`src/rtl/tw_pkg.sv`:
```
package tw_pkg;
  localparam int OP_W = 2;

  typedef enum logic [OP_W-1:0] {
    OP_NONE    = 2'd0,
    OP_ENTER   = 2'd1,
    OP_LEAVE   = 2'd2,
    OP_CAPTURE = 2'd3
  } op_e;

  typedef struct packed {
    logic data;
    logic enter;
    logic leave;
    logic capture;
  } strobe_t;
endpackage

```
`src/rtl/tw_rst_sync.sv`:
```
module tw_rst_sync (
  input  logic clk,
  input  logic arst_n,
  output logic rst_n_o
);
  logic [1:0] sync_q;

  always_ff @(posedge clk or negedge arst_n) begin
    if (!arst_n) sync_q <= '0;
    else         sync_q <= {sync_q[0], 1'b1};
  end

  assign rst_n_o = sync_q[1];
endmodule

```
`src/rtl/tw_cmd_decode.sv`:
```
module tw_cmd_decode
  import tw_pkg::*;
(
  input  logic            clk,
  input  logic            rst_n,
  input  logic            in_valid,
  input  logic            in_is_cmd,
  input  logic [OP_W-1:0] op_bits,
  output strobe_t         stb_o,
  output logic            test_mode_o
);
  op_e     op;
  strobe_t stb;
  logic    mode_q, mode_d;

  always_comb begin
    op          = op_e'(op_bits);
    stb.data    = in_valid & ~in_is_cmd;
    stb.enter   = in_valid & in_is_cmd & (op == OP_ENTER) & ~mode_q;
    stb.leave   = in_valid & in_is_cmd & (op == OP_LEAVE) & mode_q;
    stb.capture = in_valid & in_is_cmd & (op == OP_CAPTURE) & mode_q;
  end

  always_comb begin
    mode_d = mode_q;
    if (stb.enter)      mode_d = 1'b1;
    else if (stb.leave) mode_d = 1'b0;
  end

  always_ff @(posedge clk or negedge rst_n) begin
    if (!rst_n) mode_q <= 1'b0;
    else        mode_q <= mode_d;
  end

  assign stb_o       = stb;
  assign test_mode_o = mode_q;

  // an enter command is in effect from the next cycle
  p_enter_takes_r4: assert property (@(posedge clk) disable iff (!rst_n)
    (in_valid && in_is_cmd && op_bits == OP_ENTER) |=> test_mode_o);
endmodule

```
`src/rtl/tw_scan_seq.sv`:
```
module tw_scan_seq
  import tw_pkg::*;
#(
  parameter int WORD_W      = 32,
  parameter int SHIFT_WORDS = 64
) (
  input  logic              clk,
  input  logic              rst_n,
  input  strobe_t           stb_i,
  input  logic              mode_i,
  input  logic [WORD_W-1:0] word_i,
  output logic              tile_valid_o,
  output logic [WORD_W-1:0] tile_word_o,
  output logic              scan_en_o,
  output logic              capture_o
);
  localparam int CNT_W = (SHIFT_WORDS > 1) ? $clog2(SHIFT_WORDS) : 1;
  localparam logic [CNT_W-1:0] LAST = CNT_W'(SHIFT_WORDS - 1);

  logic [CNT_W-1:0]  cnt_q, cnt_d;
  logic              pend_q, pend_d;
  logic              cap_q, cap_d;
  logic              sen_q, sen_d;
  logic              fiv_q, fiv_d;
  logic [WORD_W-1:0] word_q;
  logic              word_en;
  logic              shift_now, last_word;

  always_comb begin
    shift_now = mode_i & stb_i.data & ~pend_q;
    last_word = (cnt_q == LAST);
    sen_d     = shift_now;
    fiv_d     = ~mode_i & stb_i.data;
    word_en   = shift_now | fiv_d;
    pend_d    = shift_now & last_word;
    cap_d     = mode_i & ~stb_i.leave & (pend_q | stb_i.capture);

    cnt_d = cnt_q;
    if (~mode_i | stb_i.capture | stb_i.enter) cnt_d = '0;
    else if (shift_now)                        cnt_d = last_word ? '0 : cnt_q + 1'b1;
  end

  always_ff @(posedge clk or negedge rst_n) begin
    if (!rst_n) begin
      cnt_q  <= '0;
      pend_q <= 1'b0;
      cap_q  <= 1'b0;
      sen_q  <= 1'b0;
      fiv_q  <= 1'b0;
    end else begin
      cnt_q  <= cnt_d;
      pend_q <= pend_d;
      cap_q  <= cap_d;
      sen_q  <= sen_d;
      fiv_q  <= fiv_d;
    end
  end

  always_ff @(posedge clk or negedge rst_n) begin
    if (!rst_n)       word_q <= '0;
    else if (word_en) word_q <= word_i;
  end

  assign tile_valid_o = fiv_q;
  assign tile_word_o  = word_q;
  assign scan_en_o    = sen_q;
  assign capture_o    = cap_q;

  // the capture slot never overlaps a shift cycle
  p_shift_excl_capture_r8: assert property (@(posedge clk) disable iff (!rst_n)
    !(scan_en_o && capture_o));
  // shifting happens only in test mode
  p_shift_in_test_r5: assert property (@(posedge clk) disable iff (!rst_n)
    scan_en_o |-> mode_i);
  // the functional strobe is never raised in test mode
  p_func_strobe_r2: assert property (@(posedge clk) disable iff (!rst_n)
    tile_valid_o |-> !mode_i);
  // a pending capture swallows the next word without a shift
  p_pending_blocks_r9: assert property (@(posedge clk) disable iff (!rst_n)
    (pend_q && mode_i && !stb_i.leave) |=> (capture_o && !scan_en_o));
endmodule

```
`src/rtl/tw_resp_pack.sv`:
```
module tw_resp_pack #(
  parameter int WORD_W = 32
) (
  input  logic              clk,
  input  logic              rst_n,
  input  logic              mode_i,
  input  logic              scan_en_i,
  input  logic              capture_i,
  input  logic [WORD_W-1:0] scan_out_i,
  input  logic              func_valid_i,
  input  logic [WORD_W-1:0] func_word_i,
  output logic              out_valid_o,
  output logic [WORD_W-1:0] out_word_o
);
  logic              ov_q, ov_d;
  logic [WORD_W-1:0] ow_q, ow_d;

  always_comb begin
    ov_d = mode_i ? (scan_en_i | capture_i) : func_valid_i;
    ow_d = (mode_i & scan_en_i) ? scan_out_i : func_word_i;
  end

  always_ff @(posedge clk or negedge rst_n) begin
    if (!rst_n) ov_q <= 1'b0;
    else        ov_q <= ov_d;
  end

  always_ff @(posedge clk or negedge rst_n) begin
    if (!rst_n)    ow_q <= '0;
    else if (ov_d) ow_q <= ow_d;
  end

  assign out_valid_o = ov_q;
  assign out_word_o  = ow_q;

  // each shift cycle yields a response word one clock later
  p_resp_follows_shift_r6: assert property (@(posedge clk) disable iff (!rst_n)
    scan_en_i |=> out_valid_o);
  // a capture slot yields a response word one clock later
  p_resp_follows_capture_r10: assert property (@(posedge clk) disable iff (!rst_n)
    capture_i |=> out_valid_o);
endmodule

```
`src/rtl/tile_mode_wrapper.sv`:
```
module tile_mode_wrapper
  import tw_pkg::*;
#(
  parameter int WORD_W      = 32,
  parameter int SHIFT_WORDS = 64
) (
  input  logic              clk,
  input  logic              rst_n,
  input  logic              net_in_valid,
  input  logic              net_in_is_cmd,
  input  logic [WORD_W-1:0] net_in_word,
  output logic              net_out_valid,
  output logic [WORD_W-1:0] net_out_word,
  output logic              tile_in_valid,
  output logic [WORD_W-1:0] tile_in_word,
  input  logic              tile_out_valid,
  input  logic [WORD_W-1:0] tile_out_word,
  output logic              tile_test_mode,
  output logic              scan_enable,
  output logic              scan_capture,
  output logic [WORD_W-1:0] scan_in_bits,
  input  logic [WORD_W-1:0] scan_out_bits
);
  localparam int CHAINS = WORD_W;

  logic              rst_sync_n;
  strobe_t           stb;
  logic              mode_q;
  logic [WORD_W-1:0] held_word;

  tw_rst_sync u_rst (
    .clk     (clk),
    .arst_n  (rst_n),
    .rst_n_o (rst_sync_n)
  );

  tw_cmd_decode u_dec (
    .clk         (clk),
    .rst_n       (rst_sync_n),
    .in_valid    (net_in_valid),
    .in_is_cmd   (net_in_is_cmd),
    .op_bits     (net_in_word[OP_W-1:0]),
    .stb_o       (stb),
    .test_mode_o (mode_q)
  );

  tw_scan_seq #(.WORD_W(WORD_W), .SHIFT_WORDS(SHIFT_WORDS)) u_seq (
    .clk          (clk),
    .rst_n        (rst_sync_n),
    .stb_i        (stb),
    .mode_i       (mode_q),
    .word_i       (net_in_word),
    .tile_valid_o (tile_in_valid),
    .tile_word_o  (held_word),
    .scan_en_o    (scan_enable),
    .capture_o    (scan_capture)
  );

  tw_resp_pack #(.WORD_W(WORD_W)) u_resp (
    .clk          (clk),
    .rst_n        (rst_sync_n),
    .mode_i       (mode_q),
    .scan_en_i    (scan_enable),
    .capture_i    (scan_capture),
    .scan_out_i   (scan_out_bits),
    .func_valid_i (tile_out_valid),
    .func_word_i  (tile_out_word),
    .out_valid_o  (net_out_valid),
    .out_word_o   (net_out_word)
  );

  // chain i takes bit i of the held stimulus word
  for (genvar ch = 0; ch < CHAINS; ch++) begin : g_chain
    assign scan_in_bits[ch] = held_word[ch];
  end

  assign tile_in_word   = held_word;
  assign tile_test_mode = mode_q;

  // idle test-mode cycles send nothing to the network
  p_func_blocked_r7: assert property (@(posedge clk) disable iff (!rst_sync_n)
    (tile_test_mode && !scan_enable && !scan_capture) |=> !net_out_valid);
  // command words never reach the tile as data
  p_cmd_silent_r4: assert property (@(posedge clk) disable iff (!rst_sync_n)
    (net_in_valid && net_in_is_cmd) |=> !tile_in_valid);
  // leaving test mode also cancels a due capture slot
  p_leave_r12: assert property (@(posedge clk) disable iff (!rst_sync_n)
    (net_in_valid && net_in_is_cmd && net_in_word[1:0] == 2'd2)
      |=> (!tile_test_mode && !scan_capture));
endmodule

```
`config.mk`:
```
export PLATFORM = sky130hd
export DESIGN_NAME = tile_mode_wrapper
export DESIGN_NICKNAME = d
export VERILOG_FILES = /design/src/rtl/tw_pkg.sv /design/src/rtl/tw_rst_sync.sv /design/src/rtl/tw_cmd_decode.sv /design/src/rtl/tw_scan_seq.sv /design/src/rtl/tw_resp_pack.sv /design/src/rtl/tile_mode_wrapper.sv
export SDC_FILE = /design/constraint.sdc
export NUM_CORES = 1
export LEC_CHECK = 0
export BUFFER_PORTS_ARGS = -buffer_cell sky130_fd_sc_hd__buf_4
export CORE_MARGIN = 8
export CORE_UTILIZATION = 44
export CTS_CLUSTER_DIAMETER = 40
export DETAILED_ROUTE_END_ITERATION = 6
export PLACE_DENSITY_LB_ADDON = 0.05
export SLEW_MARGIN = 20
export SYNTH_ARGS = -nofsm -noshare
export SYNTH_HDL_FRONTEND = slang
export SYNTH_SLANG_ARGS = --single-unit
```
`constraint.sdc`:
```
create_clock -name clk -period 3.19 [get_ports clk]
set_input_delay 0.319 -clock clk [delete_from_list [all_inputs] [get_ports clk]]
set_output_delay 0.319 -clock clk [all_outputs]
set_load 0.05 [all_outputs]
```
After elaboration in Yosys (flattened, before gate mapping):

Cells that the tools add are included.

* bits in registers: 78
* bits in latches: 0
* memory bits (writable): 0
* memory bits (read-only): 0
* input port bits: 101
* output and inout port bits: 101
* word-level logic and storage cells: 48
* memories kept: 0

* add/sub/neg operators: 1
* multipliers: 0
* div/mod/pow operators: 0
* order comparisons: 0
* eq/ne operators: 4
* shifts and indexed selects: 0
* multiplexer cells: 7
* bitwise logic cells: 24
* reductions and logical operators: 2

Operators by type and width (number)
* $mux W32: 1
* $mux W6: 3
* $and A1 B1 Y1: 15
* $add A6 B1 Y6 const B: 1
* $eq A6 B6 Y1 const B: 1
* $or A1 B1 Y1: 5
* $eq A2 B2 Y1 const B: 2
* $not A1 Y1: 4
* $reduce_bool A2 Y1: 2
* $mux W1: 3
* $eq A2 B1 Y1 const B: 1

Longest topological paths before layout:

Gate-level depths: netlist of the first run.

* word-level depth: 6
* mapped depth: 7
* depth with buffers taken out: 4

Cells and area by module:

From an unflattened synthesis of the first run, not the netlist that was laid out.

* cells, all modules: 265
* area, all modules: 3818.7 µm²

Modules (own cells, without submodules)
* tw_resp_pack: instances 1, cells an instance 107, area an instance 1755.4 µm², seq. area each 825.8 µm²
* tw_scan_seq: instances 1, cells an instance 111, area an instance 1687.9 µm², seq. area each 1051.0 µm²
* tile_mode_wrapper: instances 1, cells an instance 32, area an instance 240.2 µm², seq. area each 0.0 µm²
* tw_cmd_decode: instances 1, cells an instance 12, area an instance 81.3 µm², seq. area each 25.0 µm²
* tw_rst_sync: instances 1, cells an instance 3, area an instance 53.8 µm², seq. area each 50.0 µm²

Worst setup path after synthesis of the first run:

OpenSTA, ideal clock, no wires.

* path kind: reg-to-reg
* start: register u_dec.mode_q, in the netlist u_dec.test_mode_o
* end: register u_seq.cnt_q[5]
* library setup time: 82 ps
* arrival: 1728 ps
* data required time: 3108 ps
* setup slack: 1380 ps
* cell stages (with the launch flop): 7
* buffers on the path: 2
* period minus slack after synthesis: 1810 ps
* path through: dfrtp_1 buf_4 and4bb_1 buf_6 nand4_4 or3_1 a31oi_1

* elaborated cells on any way between the ends: 9
* those cells by class: mux: 1; bitwise: 7; reduce/logical: 1

RTL lines
* start, declared: RTL line tw_cmd_decode.sv:14 `logic mode_q, mode_d;`
* start signal, assigned: RTL line tw_cmd_decode.sv:32 `else mode_q <= mode_d;`
* $and A1 B1 Y1 (2 in series): RTL line tw_scan_seq.sv:30 `shift_now = mode_i & stb_i.data & ~pend_q;`
* net u_seq.sen_d: RTL line tw_scan_seq.sv:23 `logic sen_q, sen_d;`
* $reduce_bool A2 Y1 (no source line)
* end signal, assigned: RTL line tw_scan_seq.sv:51 `cnt_q <= cnt_d;`
* end, declared: RTL line tw_scan_seq.sv:20 `logic [CNT_W-1:0] cnt_q, cnt_d;`

The timed path passes the listed nets, and every way through them passes these cells.
A chain may end at the register's enable or synchronous reset.

Final worst setup path of the first run:

* start: register u_dec.mode_q, in the netlist u_dec.test_mode_o
* end: register u_resp.ow_q[25], in the netlist u_resp.out_word_o[25]

* longest elaborated chain between the ends: 2
* elaborated cells on any way between the ends: 3
* those cells by class: mux: 2; bitwise: 1

Ends and longest elaborated chain
* $and A1 B1 Y1: RTL line tw_resp_pack.sv:20 `ow_d = (mode_i & scan_en_i) ? scan_out_i : func_word_i;`
* $mux W32: RTL line tw_resp_pack.sv:20
* end signal, assigned: RTL line tw_resp_pack.sv:30 `else if (ov_d) ow_q <= ow_d;`
* end, declared: RTL line tw_resp_pack.sv:16 `logic [WORD_W-1:0] ow_q, ow_d;`

Parallel ways exist; a longest one is shown, timed or not.

==> results of run 1 <==
[stage by stage]
stage / total power [mW] / area [um2] / utilization, %
after floorplan: 2.143 / 3480 / -
after global placement: 2.514 / 4830 / 62.83
after detailed placement: 2.530 / 4830 / 62.83
after CTS: 3.284 / 5040 / 65.56
after global routing: 3.384 / 5040 / 65.56
final: 3.242 / 5040 / 65.56
[metal layers]
metal	track usage, %	part of all wire [%]	up-vias
met1	18.98	39	1304
li1	-	-	1316
met4	5.607	0.95	0
met2	28.64	52	97
met3	6.327	8.1	7
met5	0	0	-
[cell usage in the layout, fill, tap and decap left out]
master,synthesis,layout
buf_4,33,203
dfrtp_1,78,77
nor2_1,39,39
a21oi_1,35,34
mux2i_1,33,33
mux2_2,31,31
clkbuf_8,0,10
nand2_1,8,7
nand3_1,4,4
nand4_1,2,2
xor2_1,2,2
a31oi_1,2,2
clkinvlp_4,0,2
and4bb_1,1,1
a21oi_4,0,1
a21boi_0,1,1
nor3b_1,1,1
nand2_2,0,1
nand4_4,1,1
o211ai_1,1,1
or2_2,1,1
xnor2_1,1,1
nor3_1,1,1
nand3b_1,1,1
inv_1,1,1
o21ai_0,1,1
or3_1,1,1
ha_1,1,1
clkinv_2,0,1
clkinv_4,0,1
clkbuf_1,1,1
bufinv_16,0,1
dlygate4sd3_1,0,1
conb_1,1,1
dfrtp_4,0,1
[registers in the layout, indices dropped and copies added, names as in the netlist]
register	cells
u_seq.pend_q	1
u_dec.test_mode_o	1
u_seq.tile_word_o	32
u_resp.out_word_o	32
u_resp.out_valid_o	1
u_seq.tile_valid_o	1
u_seq.scan_en_o	1
u_seq.cnt_q	6
u_seq.capture_o	1
u_rst.sync_q	2
[power by group]
part	switching [mW]	internal, mW
sequential	0.101	1.12
combinational	0.873	0.407
clock	0.362	0.383
total	1.34	1.91
[worst max-delay path, cell delays in order (launching register included)]
cell and delay, ns:
dfrtp_1 0.57, nand2_2 0.65, mux2i_1 0.37, a21oi_1 0.11
[how the worst max path moves through the flow]
stage / slack, ns / startpoint / to / cells after the start
3_3_place_gp: 1.34 / u_dec.test_mode_o$_DFFE_PN0P_ / u_resp.out_word_o[18]$_DFFE_PN0P_ / 3
3_5_place_dp: 1.32 / u_dec.test_mode_o$_DFFE_PN0P_ / u_resp.out_word_o[22]$_DFFE_PN0P_ / 3
2_1_floorplan: 0.86 / u_rst.sync_q[1]$_DFF_PN0_ / u_dec.test_mode_o$_DFFE_PN0P_ / 0
4_1_cts: 1.31 / u_dec.test_mode_o$_DFFE_PN0P_ / u_resp.out_word_o[18]$_DFFE_PN0P_ / 3
5_1_grt: 1.14 / u_dec.test_mode_o$_DFFE_PN0P_ / u_resp.out_word_o[26]$_DFFE_PN0P_ / 3
6_report: 1.31 / u_dec.test_mode_o$_DFFE_PN0P_ / u_resp.out_word_o[25]$_DFFE_PN0P_ / 3
[cell type report]
| cell class | instances | area share (%) |
|---|---|---|
| clock buffer | 11 | 2.805 |
| clock inverter | 5 | 1.167 |
| inverter | 1 | 0.07448 |
| multi-input combinational | 169 | 24.18 |
| sequential | 78 | 38.80 |
| tap | 102 | 2.532 |
| timing repair buffer | 204 | 30.44 |
[what timing repair did]
| action | CTS | global route |
|---|---|---|
| hold endpoints to repair | 2 | 0 |
| gates resized for setup | 0 | 0 |
| hold buffers | 1 | 0 |
[cells by family (layout without fill, tap and decap cells)]
kind of cell,after synthesis,in the layout
muxes,64,64
xor gates and xnor gates,3,3
buffers and inverters,48,221
AOI/OAI and AO/OA,40,40
DFF,78,78
adders and majority gates,1,1
and+or+nand+nor,60,60
other,1,1
==> flow_metrics.tcl, run 1 <==
set metrics [dict create \
    worstSetupEndpointType "flip-flop" \
    antenna_found_initial 0 \
    drc 0 \
    holdCritStartpoint "net_in_is_cmd" \
    netlist_instances 295 \
    path_clk_slew_ns 0.08 \
    numCtsBuffers 9 \
    io_pins 202 \
    rows 32 \
    fmax_mhz 530.5 \
    period_needed_ns 1.885 \
    cts_tree "built" \
    crit_type "reg -> reg" \
    synth.distinct_cells 29 \
    fin_crit_sh_pct 59.09 \
    dp_cells 553 \
    die_height_um 104.9 \
    synth_top_area_cell "dfrtp_1" \
    tightest_slew_ns 1.020 \
    hold_path_class "in -> reg" \
    timing.hold.ws_ns 0.1705 \
    drt_wl_total_um 9402 \
    worstReg2RegEnd "u_resp.out_word_o[25]$_DFFE_PN0P_" \
    synth_top_area_share_pct 56.09 \
    grt_overflow_total 0 \
    drtIter0Drc 86 \
    status "finished, final reports clean" \
    final_nets 565 \
    dieArea_um2 11010 \
    ys_seq_elements 78 \
    layout-area-overhead-vs-synth_pct 44.84 \
    muxShareOfSynthArea_pct 19.53 \
    stdcell_count 570 \
    start_util_pct 45.26 \
    synthXorXnorAreaFrac_pct 0.7551 \
    max-cap-violations 0 \
    ctsHtreeMaxLevel 3 \
    finClkSkew_ns 0.01069 \
    clk_path_buf_depth 2 \
    worstSetupStartpointType "flip-flop" \
    io_buffer_count 201 \
    fill_cells 630 \
    clk_latency_ns 0.35 \
    synth_top_family_by_area "multiplexers" \
    cp.required_ns 3.38 \
    yosys.area_share.simple_pct 7.911 \
    num_vias 2724 \
    synth_compound_area_share_pct 5.969 \
    ys_async_sr_fraction_pct 100.0 \
    p_per_area_nw_per_um2 643.3 \
    coreArea_um2 7687 \
    area.sequential_um2 1956 \
    synthTopCellsByCount "78 x dfrtp_1, 39 x nor2_1, 35 x a21oi_1" \
    setup_violations 0 \
    synthesis.nets 397 \
    grt_pass1_vias 2823 \
    hold_end "u_seq.tile_valid_o$_DFF_PN0_" \
    antennaDiodeCount 0 \
    maxSlewHeadroom_pct 31.76 \
    p_leak_nw 2.630 \
    min_path_cells 2 \
    globalplace.congestion 0.7473 \
    cp_max_fo 32 \
    synth_edf_count 0 \
    timing_hold_violations_final 0 \
    syn_area_um2 3480 \
    finalWorstSetupSlack_ns 1.305 \
    clock-sinks 78 \
    setup_tns_ns 0 \
    drive_above_1_share_pct 54.27 \
    syn_area_per_cell_um2 11.80 \
    cts_root_buf "clkbuf_8" \
    synth_warnings 0 \
    viasPerCell 4.779 \
    wl_per_cell_um 16.49 \
    synth.area.top_cells "dfrtp_1 56%, mux2_2 10%, mux2i_1 9.5%" \
    place_ws_ns 1.318 \
    dieWidth_um 104.9 \
    post_cts_buffers 0 \
    synth_most_common_cell "dfrtp_1" \
    slew_viol_final 0 \
    multi_input_area_um2 1219 \
    synthAdderAreaFrac_pct 0.3596 \
    grt_max_degree 77 \
    r2r_setup_slack_ns 1.31 \
    rr_startpoint "u_dec.test_mode_o$_DFFE_PN0P_" \
    post-dp-hpwl_um 7072 \
    ys.flop_type "dfrtp_1" \
    seq_area_frac_synth_pct 56.09 \
    track_usage_pct 16.81 \
    irDropWorstVdd_v 0.0004066 \
    drtAntennaViolNets 0 \
    cp.arrival_ns 2.08 \
    rsz0062_at_grt "no" \
    grt_pass1_wl_um 14940 \
    ff2ff_path_depth 3 \
    firstDrtPassIters 4 \
]
No activity file was read; power rests on OpenSTA's default activity.
==> run 2, diff against run 1 <==
==> constraint.sdc (replaced) <==
create_clock -name clk -period 1.9 [get_ports clk]
set_input_delay 0.19 -clock clk [delete_from_list [all_inputs] [get_ports clk]]
set_output_delay 0.19 -clock clk [all_outputs]
set_load 0.05 [all_outputs]
==> flow_metrics.tcl, run 2 (synthesized netlist as in run 1, its figures left out) <==
set metrics [dict create \
    status "finished, final reports clean" \
    num_vias 2743 \
    irDropWorstVdd_v 0.0005614 \
    hold_path_class "in -> reg" \
    cp_slowest_stage_delay_ns 0.51 \
    holdBufCountCts 1 \
    drc 0 \
    io_pins 202 \
    wl_per_cell_um 16.58 \
    final_nets 569 \
    firstDrtPassIters 4 \
    rsz0062_at_grt "no" \
    path_depth 4 \
    fill_cells 646 \
    antennaDiodeCount 0 \
    final_util_pct 66.89 \
    dieArea_um2 11010 \
    die_height_um 104.9 \
    fin_crit_sh_pct 85.50 \
    crit_chain "and4bb_1, nand4_4, or3_1, a31oi_1" \
    globalplace.congestion 0.7396 \
    io_buffer_count 201 \
    clk_path_buf_depth 2 \
    fmax_mhz 615.6 \
    grt_overflow_total 0 \
    setup_tns_ns 0 \
    path_delay_family "simple AND/OR/NAND/NOR gates" \
    period_needed_ns 1.625 \
    worstSetupStartpointType "flip-flop" \
    antenna_found_initial 0 \
    grt_pass1_wl_um 14920 \
    cp_max_fo 7 \
    track_usage_pct 16.84 \
    post-dp-hpwl_um 7435 \
    viasPerCell 4.787 \
    ff2ff_path_depth 4 \
    timing_hold_violations_final 0 \
    drtAntennaViolNets 0 \
    power_switching_mw 2.222 \
    crit_buf_inv 0 \
    critPathSlowestCell "and4bb_1" \
    crit_type "reg -> reg" \
    clk_latency_ns 0.34 \
    worstSetupEndpointType "flip-flop" \
    path_clk_slew_ns 0.08 \
    drt_wl_total_um 9502 \
    grt_max_degree 64 \
    clkPwrFrac_pct 24.8 \
    drive_above_1_share_pct 54.56 \
    p_leak_nw 2.684 \
    pwr-share-seq_pct 36.0 \
    cp.arrival_ns 1.89 \
    max-cap-violations 0 \
    finClkSkew_ns 0.006632 \
    slew_viol_final 0 \
    layout-area-overhead-vs-synth_pct 47.79 \
    cts_tree "built" \
    coreArea_um2 7687 \
    post_cts_buffers 0 \
    start_util_pct 45.26 \
    ctsResizeCount 0 \
    rows 32 \
    switching_share_pct 39.66 \
    drtIter0Drc 91 \
    min_path_cells 2 \
    grt_pass1_vias 2886 \
    mostFrequentLayoutCells "203 x buf_4, 77 x dfrtp_1, 39 x nor2_1" \
    cp.required_ns 2.16 \
    setup_violations 0 \
    p_per_area_nw_per_um2 1090 \
    final_common_cell "buf_4" \
    internal_power_mw 3.381 \
    ctsHtreeMaxLevel 3 \
    dieWidth_um 104.9 \
    clock-sinks 78 \
    numCtsBuffers 9 \
    p_comb_share_pct 39.2 \
    cts_root_buf "clkbuf_8" \
]
-- run 2: cell types whose count changed in the layout (fill, tap and decap cells not counted) --
cell        delta
clkinvlp_4     -1
clkinv_2       -1
clkinv_4       -1
buf_12         +4
clkbuf_8       +1
bufinv_16      +1
-- run 2: path summary, 6_finish.rpt --
path                                                endpoint  slack (ns)                 startpoint
max                               u_seq.cnt_q[5]$_DFFE_PN0P_        0.28     u_seq.pend_q$_DFF_PN0_
min in group asynchronous          u_rst.sync_q[1]$_DFF_PN0_        0.17                      rst_n
max reg2reg                       u_seq.cnt_q[5]$_DFFE_PN0P_        0.28     u_seq.pend_q$_DFF_PN0_
min                             u_seq.tile_valid_o$_DFF_PN0_        0.05              net_in_is_cmd
min reg2reg                 u_resp.out_word_o[5]$_DFFE_PN0P_        0.17  u_rst.sync_q[1]$_DFF_PN0_
max in group asynchronous  u_resp.out_word_o[17]$_DFFE_PN0P_        1.16  u_rst.sync_q[1]$_DFF_PN0_
-- run 2: layer usage --
metal / track usage, % / wire length, um / up-vias
met5: 0 / 0 / -
met3: 5.221 / 634 / 9
met1: 18.68 / 3784 / 1305
met4: 6.116 / 120 / 0
met2: 29.68 / 4964 / 113
li1: - / - / 1316
-- run 2: final cells by class --
type                            instances  area [um2]  share of cell area, %
Sequential cell                        78        1956                  38.03
Tap cell                              102       127.6                  2.482
Multi-Input combinational cell        169        1219                  23.70
Inverter                                1       3.754                0.07299
Clock buffer                           12       155.1                  3.017
Clock inverter                          3       67.56                  1.314
Timing Repair Buffer                  208        1614                  31.39
-- run 2: stage by stage --
stage / hold WS (ns) / instance area, um2 / worst slack [ns] / std cells / power (mW)
6_report: 0.05488 / 5142 / 0.2755 / 573 / 5.603
5_1_grt: 0.04121 / 5142 / 0.2003 / 573 / 5.809
4_1_cts: 0.04029 / 5142 / 0.2728 / 573 / 5.664
3_5_place_dp: -0.02611 / 4910 / 0.2996 / 557 / 4.275
3_3_place_gp: -0.02703 / 4910 / 0.3714 / 557 / 4.244
2_1_floorplan: -0.1056 / 3481 / 0.09033 / 295 / 3.599
-- run 2: power by group through the flow --
| stage | clock, mW | combinational, mW | sequential (mW) |
|---|---|---|---|
| final | 1.39 | 2.20 | 2.02 |
| after global routing | 1.47 | 2.29 | 2.05 |
| after CTS | 1.42 | 2.23 | 2.02 |
| after detailed placement | 0 | 2.22 | 2.05 |
| after global placement | 0 | 2.20 | 2.04 |
| after floorplan | 0 | 0.791 | 2.81 |
